==> config.mk <==
export PLATFORM = sky130hd
export DESIGN_NAME = mprot_region_match
export DESIGN_NICKNAME = d
export VERILOG_FILES = /design/src/rtl/mprot_pkg.sv /design/src/rtl/mprot_region_match.sv
export SDC_FILE = /design/constraint.sdc
export NUM_CORES = 1
export LEC_CHECK = 0
export ABC_CLOCK_PERIOD_IN_PS = 2110
export BUFFER_PORTS_ARGS = -buffer_cell sky130_fd_sc_hd__buf_2
export CORE_AREA = 2 2 64 66
export DETAILED_ROUTE_END_ITERATION = 10
export DIE_AREA = 0 0 66 68
export PLACE_DENSITY_LB_ADDON = 0.08
export SLEW_MARGIN = 0
export SYNTH_ARGS = -nofsm -noshare
export SYNTH_HDL_FRONTEND = slang
export SYNTH_SLANG_ARGS = --single-unit
==> constraint.sdc <==
create_clock -name vclk -period 2.11
set_input_delay 0 -clock vclk [all_inputs]
set_output_delay 0 -clock vclk [all_outputs]
set_load 0.03 [all_outputs]
==> src/rtl/mprot_pkg.sv <==
package mprot_pkg;

    localparam int SIZE_W = 5;
    localparam int SRD_W  = 8;

    localparam logic [1:0] KIND_CTRL = 2'd0;
    localparam logic [1:0] KIND_BASE = 2'd1;
    localparam logic [1:0] KIND_ATTR = 2'd2;

    // Attribute bundle, packed so that bit 0 is bufferable and bits 9:7 are tex
    typedef struct packed {
        logic [2:0] tex;
        logic [2:0] ap;
        logic       xn;
        logic       shr;
        logic       cch;
        logic       buf_en;
    } attr_t;

    typedef struct packed {
        logic              en;
        logic [SIZE_W-1:0] size;
        logic [SRD_W-1:0]  srd;
        attr_t             attr;
    } rcfg_t;

endpackage

==> src/rtl/mprot_region_match.sv <==
module mprot_region_match
    import mprot_pkg::*;
#(
    parameter int ADDR_W = 32
) (
    input  logic [ADDR_W-1:0] addr,
    input  logic [ADDR_W-1:0] base,
    input  rcfg_t             cfg,
    output logic              hit
);
    localparam int MAX_CODE = ADDR_W - 5;

    logic [ADDR_W:0]   span;
    logic [ADDR_W-1:0] low_mask;
    logic [2:0]        sub;
    logic              code_ok;
    logic              aligned;
    logic              in_range;
    logic              sub_ok;

    always_comb begin
        span     = (ADDR_W+1)'(1) << (cfg.size + 5);
        low_mask = ADDR_W'(span - (ADDR_W+1)'(1));
        code_ok  = cfg.size <= SIZE_W'(MAX_CODE);
        aligned  = (base & low_mask) == '0;
        in_range = ((addr ^ base) & ~low_mask) == '0;
        // top three offset bits select the eighth
        sub      = 3'((addr & low_mask) >> (cfg.size + 2));
        sub_ok   = (cfg.size < SIZE_W'(3)) || !cfg.srd[sub];
        hit      = cfg.en && code_ok && aligned && in_range && sub_ok;
    end

endmodule

======== Word-level counts from Yosys, hierarchy flattened ========
Index checks and enable logic that the tools add are counted.
operators by class
  $add $sub $neg .......................... 3
  order comparisons ....................... 3
  shifts and indexed selects .............. 2
  muxes and demuxes ....................... 2
  bitwise logic cells ..................... 5
  reductions and logical operators ........ 8
operators with widths
  kind                                                         count
  bitwise AND 32 bit                                           3
  zero test 32 bit                                             2
  inverter 32 bit                                              1
  left shift 1 x 6 -> 32 bit (first input constant)            1
  >> shifter 32 x 6 -> 3 bit                                   1
  subtractor 32 x 1 -> 32 bit (second input constant)          1
  XOR 32 bit                                                   1
  adder 5 x 2 -> 6 bit (second input constant)                 1
  adder 5 x 3 -> 6 bit (second input constant)                 1
  <= comparator 5 bit (second input constant)                  1
  less-than comparator 5 x 2 -> 1 bit (second input constant)  1
  logical AND 1 bit                                            4
  less-than comparator 3 x 4 -> 1 bit (second input constant)  1
  binary-select mux 1 bit (select 3 bit)                       1
  zero test 1 bit                                              1
  logical OR 1 bit                                             1
  two-way mux 1 bit                                            1
storage, ports and cells
  register bits ........................... 0
  bits of input ports ..................... 88
  logic and storage cells ................. 23

======== Longest topological paths before layout ========
Gate-level depths: netlist (run 1).
  depth after elaboration ................. 10
  mapped depth ............................ 13
  gate-level depth less buffers ........... 9

======== Worst setup path before layout (run 1) ========
Ideal clock, no wire load.
  kind .................................... input port to output port
  start ................................... input port cfg[21] (netlist name)
  end ..................................... output port hit
  arrival ................................. 2.092 ns
  required time ........................... 2.110 ns
  slack ................................... 0.018 ns
  stages on the path ...................... 11
  buffers on the path ..................... 3
  cell sequence ........................... buf_2 -> buf_2 -> buf_2 -> nor4_2 -> mux2i_1 -> nand2_1 -> xnor2_1 -> nor4_1 -> nand4_1 -> nor4_1 -> o221a_1
between the ends
  longest elaborated chain between the ends .. 10
  elaborated cells on any way between the ends .. 21
ends and longest elaborated chain
  what                                     line                      text
  start: declaration                       mprot_region_match.sv:8   input rcfg_t cfg,
  adder 5 x 3 -> 6 bit                     mprot_region_match.sv:22  span = (ADDR_W+1)'(1) << (cfg.size + 5);
  left shift 1 x 6 -> 32 bit               mprot_region_match.sv:22
  subtractor 32 x 1 -> 32 bit              mprot_region_match.sv:23  low_mask = ADDR_W'(span - (ADDR_W+1)'(1));
  bitwise AND 32 bit                       mprot_region_match.sv:28  sub = 3'((addr & low_mask) >> (cfg.size + 2));
  >> shifter 32 x 6 -> 3 bit               mprot_region_match.sv:28
  binary-select mux 1 bit (select 3 bit)   mprot_region_match.sv:29  sub_ok = (cfg.size < SIZE_W'(3)) || !cfg.srd[sub];
  two-way mux 1 bit (implied by the code)  mprot_region_match.sv:29
  zero test 1 bit                          mprot_region_match.sv:29
  logical OR 1 bit                         mprot_region_match.sv:29
  logical AND 1 bit (*)                    mprot_region_match.sv:30  hit = cfg.en && code_ok && aligned && in_range && sub_ok;
  end: declaration                         mprot_region_match.sv:9   output logic hit
Mark *: on every way between the ends. The rest lies on a longest branch, timed or not. The select of a mux whose other input is x is not followed.

======== Final worst setup path (run 1) ========
  start ................................... input port cfg[18] (netlist name)
  end ..................................... output port hit
Same word-level chain as after synthesis.

==> metrics.yaml, run 1 <==
ys_warn_count: 0
vias: 2866
dp_cells: 453
clockPowerShare: 0
die_x_um: 66
gr-usage-all-layers: 0.349
port-buffer-count: 78
cp.required_ns: 2.11
synth_xor_area_frac: 0.123
min_period_ns: 2.27
crit_fanout: 7
violations: "setup timing"
startpoint_type: "input port"
p_sw_uw: 311
antenna_found_initial: 0
yosys.area_share.simple: 0.336
synth_fa_ha_area_frac: 0.00678
ios: 89
routabilityCongestion: 0.993
yosysSeqAreaShare: 0
rows: 23
dieHeight_um: 68
met1Wirelength_um: 3210
maxCapViolCount: 0
antenna_cells: 0
fmax_mhz: 440
p_int_uw: 322
wire_per_inst_um: 17.3
cp-end-kind: "output pin"
holdCritPathClass: "input port to output pin"
yosysUniqueCellTypes: 58
relSlewSlack: 0.646
pre_cts_ws_ns: -0.289
grt_max_degree: 47
peakVddDrop_v: 0.000129
initial_utilization: 0.479
regArea_um2: 0
switching_share: 0.491
viasPerCell: 6.22
ctsHoldBuffers: 0
fin_ws_ns: -0.164
drive_gt1_frac: 0.436
fp.coreArea_um2: 3860
holdWs_ns: 0.524
routed_wl_um: 7980
crit_type: "input port to output pin"
nNetsFinal: 502
muxShareOfSynthArea: 0.0508
power_frac_comb: 1.000
synth_top_family_by_area: "compound AO/OA/AOI/OAI gates"
slew_viol_final: 0
firstDrtPassIters: 5
grt_pass1_vias: 2521
drc: 0
worst-slew-pin-transition_ns: 0.529
synth_area_um2: 1850
fin_crit_sh: 1.08
drt_iter0_drc: 315
fill_cells: 314
p_seq_frac: 0
overflow: 0
maxUsedRoutingLayer: "met4"
p_leak_nw: 1.29
wl_met2_um: 3780
power_density_nw_per_um2: 218
syn_inst: 283
final-setup-viol-count: 1
synth_compound_area_frac: 0.362
crit_arrival_ns: 2.27
synth.avg_cell_area_um2: 6.52
status: "finished, violations left"
final_cells: 461
wl_met3_um: 701
clock_buffers: 0
dp_hpwl_um: 6290
die_area_um2: 4490
n_sequential_cell: 0
fin_setup_tns_ns: -0.164
grt_pass1_wl_um: 12100
area_growth_pct: 57.5
grt_setup_unrepaired: "yes"
ant_nets: 0
finalHoldViolCount: 0
worst paths after layout:
| kind | start | endpoint | slack, ns | depth (start not counted) |
|---|---|---|---|---|
| worst max-delay path | cfg[18] | hit | -0.16 | 11 |
| worst min-delay path | base[28] | hit | 0.52 | 5 |
cells by family after synthesis:
kind of cell,after synthesis
compound gates,95
xor+xnor,26
fa+ha+maj,1
buf+inv,38
mux,8
other cells,1
simple gates,114
area by class of cell:
cell class	count	area (µm²)	share of cell area
tap	50	62.6	0.0215
timing repair buffer	155	1090	0.375
inverter	10	37.5	0.0129
multi-input combinational	246	1720	0.591
cell usage after synthesis (4+ instances only):
library cell | count | area [µm²]
nor2_1 | 15 | 56.3
nand2_1 | 33 | 124
buf_2 | 14 | 70.1
xnor2_1 | 20 | 175
o211ai_1 | 10 | 75.1
nand3b_1 | 4 | 30.0
nand3_1 | 18 | 90.1
mux2i_1 | 6 | 60.1
o21ai_0 | 19 | 95.1
nand4_1 | 9 | 56.3
nor4_1 | 5 | 31.3
and2b_1 | 4 | 30.0
nor3_1 | 5 | 25.0
clkbuf_1 | 5 | 18.8
a221oi_1 | 4 | 35.0
xor2_1 | 6 | 52.6
buf_6 | 8 | 90.1
inv_1 | 8 | 30.0
a21oi_1 | 19 | 95.1
nand2b_1 | 7 | 43.8
a31oi_1 | 8 | 50.1
power by group through the flow:
stage	combinational, mW	sequential, mW	clock, mW
after floorplan	0.303	0	0
after global placement	0.546	0	0
after detailed placement	0.552	0	0
after CTS	0.594	0	0
after global routing	0.676	0	0
final	0.633	0	0
metrics by stage:
stage | total power, mW | cell area [µm²] | utilization
floorplan | 0.303 | 1850 | -
global placement | 0.546 | 2690 | 0.697
detailed placement | 0.552 | 2690 | 0.697
CTS | 0.594 | 2840 | 0.738
global route | 0.676 | 2910 | 0.754
finish | 0.633 | 2910 | 0.754
routing by layer:
metal | up-vias | track usage
li1 | 1329 | -
met1 | 1351 | 0.450
met2 | 163 | 0.610
met3 | 23 | 0.0378
met4 | 0 | 0.112
met5 | - | 0
cells in the final DEF, fill, tap and decap left out, drive strengths merged, types with 2 or more instances in the layout:
| master | count |
|---|---|
| a2111oi | 2 |
| a211oi | 2 |
| a21oi | 19 |
| a221o | 2 |
| a221oi | 5 |
| a22o | 2 |
| a22oi | 4 |
| a311oi | 3 |
| a31oi | 8 |
| and2 | 2 |
| and2b | 4 |
| buf | 155 |
| clkinv | 2 |
| conb | 2 |
| inv | 8 |
| mux2i | 6 |
| nand2 | 33 |
| nand2b | 7 |
| nand3 | 18 |
| nand3b | 5 |
| nand4 | 9 |
| nor2 | 15 |
| nor3 | 5 |
| nor4 | 7 |
| o2111a | 3 |
| o211ai | 10 |
| o21a | 3 |
| o21ai | 20 |
| o221ai | 3 |
| or2 | 2 |
| or4 | 3 |
| xnor2 | 20 |
| xor2 | 6 |
worst max-delay path: stages:
cell and delay [ns]:
buf_12 0.11, buf_8 0.12, nand3b_1 0.18, a221oi_4 0.30
a31oi_2 0.08, o2111a_2 0.31, nor4_4 0.40, a21oi_1 0.13
a22o_1 0.24, o221a_1 0.25, buf_6 0.14
timing repair:
action	in CTS	in global routing
pin swaps	13	8
resized for setup	27	8
setup endpoints to repair	1	1
setup buffers	3	2
gates cloned	3	0
No activity file was read; power rests on OpenSTA's default activity.
==> run 2: changes to the inputs <==
--- a/config.mk
+++ b/config.mk
@@ -7,10 +7,11 @@
 export LEC_CHECK = 0
 export ABC_CLOCK_PERIOD_IN_PS = 2110
 export BUFFER_PORTS_ARGS = -buffer_cell sky130_fd_sc_hd__buf_2
-export CORE_AREA = 2 2 64 66
+export CORE_AREA = 2 2 58 73
 export DETAILED_ROUTE_END_ITERATION = 10
-export DIE_AREA = 0 0 66 68
+export DIE_AREA = 0 0 60 75
 export PLACE_DENSITY_LB_ADDON = 0.08
+export SKIP_LAST_GASP = 1
 export SLEW_MARGIN = 0
 export SYNTH_ARGS = -nofsm -noshare
 export SYNTH_HDL_FRONTEND = slang
==> run 2 against run 1 <==
The run still ends with setup timing left. Highest routed layer unchanged. Total power decreased by 5.8%. Die area increased by 0.27%. Combinational power decreased by 5.8%.
==> metrics.yaml, run 2 (synthesis results as in run 1) <==
status: "finished, violations left"
violations: "setup timing"
routed_wl_um: 7620  # -4.5%
nNetsFinal: 493  # -1.8%
die_x_um: 60  # -9.1%
p_leak_nw: 1.23  # -4.9%
crit_path_end: "hit"
final_cells: 456  # -1.1%
grt_max_degree: 47  # unchanged
fin_ws_ns: -0.0287  # +0.135 ns
vias: 2726  # -4.9%
slowest_delay_ns: 0.59  # +0.19 ns
fp.coreArea_um2: 3780  # -1.8%
fmax_mhz: 468  # +6.3%
wire_per_inst_um: 16.7  # -3.4%
drt_iter0_drc: 205  # -35%
min_period_ns: 2.14  # -0.135 ns
final_util: 0.740  # -0.0132
regArea_um2: 0  # unchanged
clockPowerShare: 0  # unchanged
clock_buffers: 0  # unchanged
critPathSlowestCell: "or4_4"
dp_hpwl_um: 6180  # -1.8%
crit_arrival_ns: 2.14  # -0.13 ns
final_cell_mix: "buf_2, buf_4, nand2_1, xnor2_1"
hold_depth: 5  # unchanged
power_density_nw_per_um2: 213  # -2.3%
grt_pass1_vias: 2493  # -1.1%
cp_top_family: "simple AND/OR/NAND/NOR gates"
path_common_cell: "buf_4"
cp_num_cells: 11  # unchanged
min-delay-start: "base[28]"
peakVddDrop_v: 0.000118  # -8.2%
gr-usage-all-layers: 0.344  # -0.00522
firstDrtPassIters: 5  # unchanged
die_area_um2: 4500  # +0.27%
grt_setup_unrepaired: "yes"
antenna_cells: 0  # unchanged
routabilityCongestion: 0.943  # -5.1%
final-setup-viol-count: 1  # unchanged
cp-end-kind: "output pin"
crit_fanout: 8  # +1
p_int_uw: 298  # -7.4%
viasPerCell: 5.98  # -3.8%
drc: 0  # unchanged
layout_commonest_cell: "buf_2"
rows: 25  # +8.7%
n_sequential_cell: 0  # unchanged
holdCritPathClass: "input port to output pin"
drive_gt1_frac: 0.430  # -0.00517
crit_type: "input port to output pin"
path_cells: "buf_4, buf_4, nor2_1, a21oi_1, o211ai_1, nand3_1, or4_4, mux2i_1, mux2_4, o221a_1, buf_6"
finalHoldViolCount: 0  # unchanged
initial_utilization: 0.488  # +0.00902
fin_crit_sh: 1.01  # -0.0641
finalPower_uw: 596  # -5.8%
overflow: 0  # unchanged
ctsHoldBuffers: 0  # unchanged
ios: 89  # unchanged
path_buf_inv: 3  # unchanged
antenna_found_initial: 0  # unchanged
switching_share: 0.500  # +0.00867
power_frac_comb: 1.000  # about the same
startpoint: "cfg[18]"
port-buffer-count: 78  # unchanged
maxCapViolCount: 0  # unchanged
p_seq_frac: 0  # unchanged
fill_cells: 323  # +2.9%
area_growth_pct: 51.9
dieHeight_um: 75  # +10%
dp_cells: 451  # -0.44%
fin_setup_tns_ns: -0.0287  # +0.135 ns
slew_viol_final: 0  # unchanged
ant_nets: 0  # unchanged
startpoint_type: "input port"
grt_pass1_wl_um: 11800  # -2.1%
cp.required_ns: 2.11  # about the same
p_sw_uw: 298  # -4.1%
==> run 2: cell type report <==
cell class	count	area (µm²)	share of cell area
inverter	10	38.8	0.0138
multi-input combinational	246	1700	0.608
tap	54	67.6	0.0241
timing repair buffer	146	992	0.354
==> run 2: routing by layer <==
layer / vias to the layer above / wire length, µm / share of wire / track usage
li1: 1308 / - / - / -
met1: 1248 / 2970 / 0.39 / 0.433
met3: 26 / 562 / 0.074 / 0.0258
met5: - / 0 / 0 / 0
met2: 144 / 3740 / 0.49 / 0.601
met4: 0 / 348 / 0.046 / 0.131
==> run 2: worst min path at each step <==
| stage | slack [ns] | endpoint |
|---|---|---|
| 2_1_floorplan | 0.34 | hit |
| 3_3_place_gp | 0.51 | hit |
| 3_5_place_dp | 0.51 | hit |
| 4_1_cts | 0.49 | hit |
| 5_1_grt | 0.53 | hit |
| 6_report | 0.50 | hit |
==> run 2: timing repair <==
action                                  in CTS  in global routing
endpoints found under the setup margin       1                  1
pin swaps                                   16                  5
buffers inserted                             6                  0
gates resized for setup                     35                  5
==> run 2: through the flow <==
step / hold WS (ns) / setup WS [ns] / cell area, µm²
after floorplan: 0.345 / 0.0177 / 1850
after global placement: 0.511 / -0.184 / 2620
after detailed placement: 0.509 / -0.212 / 2620
after CTS: 0.489 / 0.000363 / 2780
after global routing: 0.529 / -0.123 / 2800
final: 0.503 / -0.0287 / 2800
==> run 2: power groups by stage <==
stage | combinational (mW) | sequential, mW | clock, mW
detailed placement | 0.537 | 0 | 0
global route | 0.641 | 0 | 0
floorplan | 0.303 | 0 | 0
global placement | 0.532 | 0 | 0
finish | 0.596 | 0 | 0
CTS | 0.576 | 0 | 0
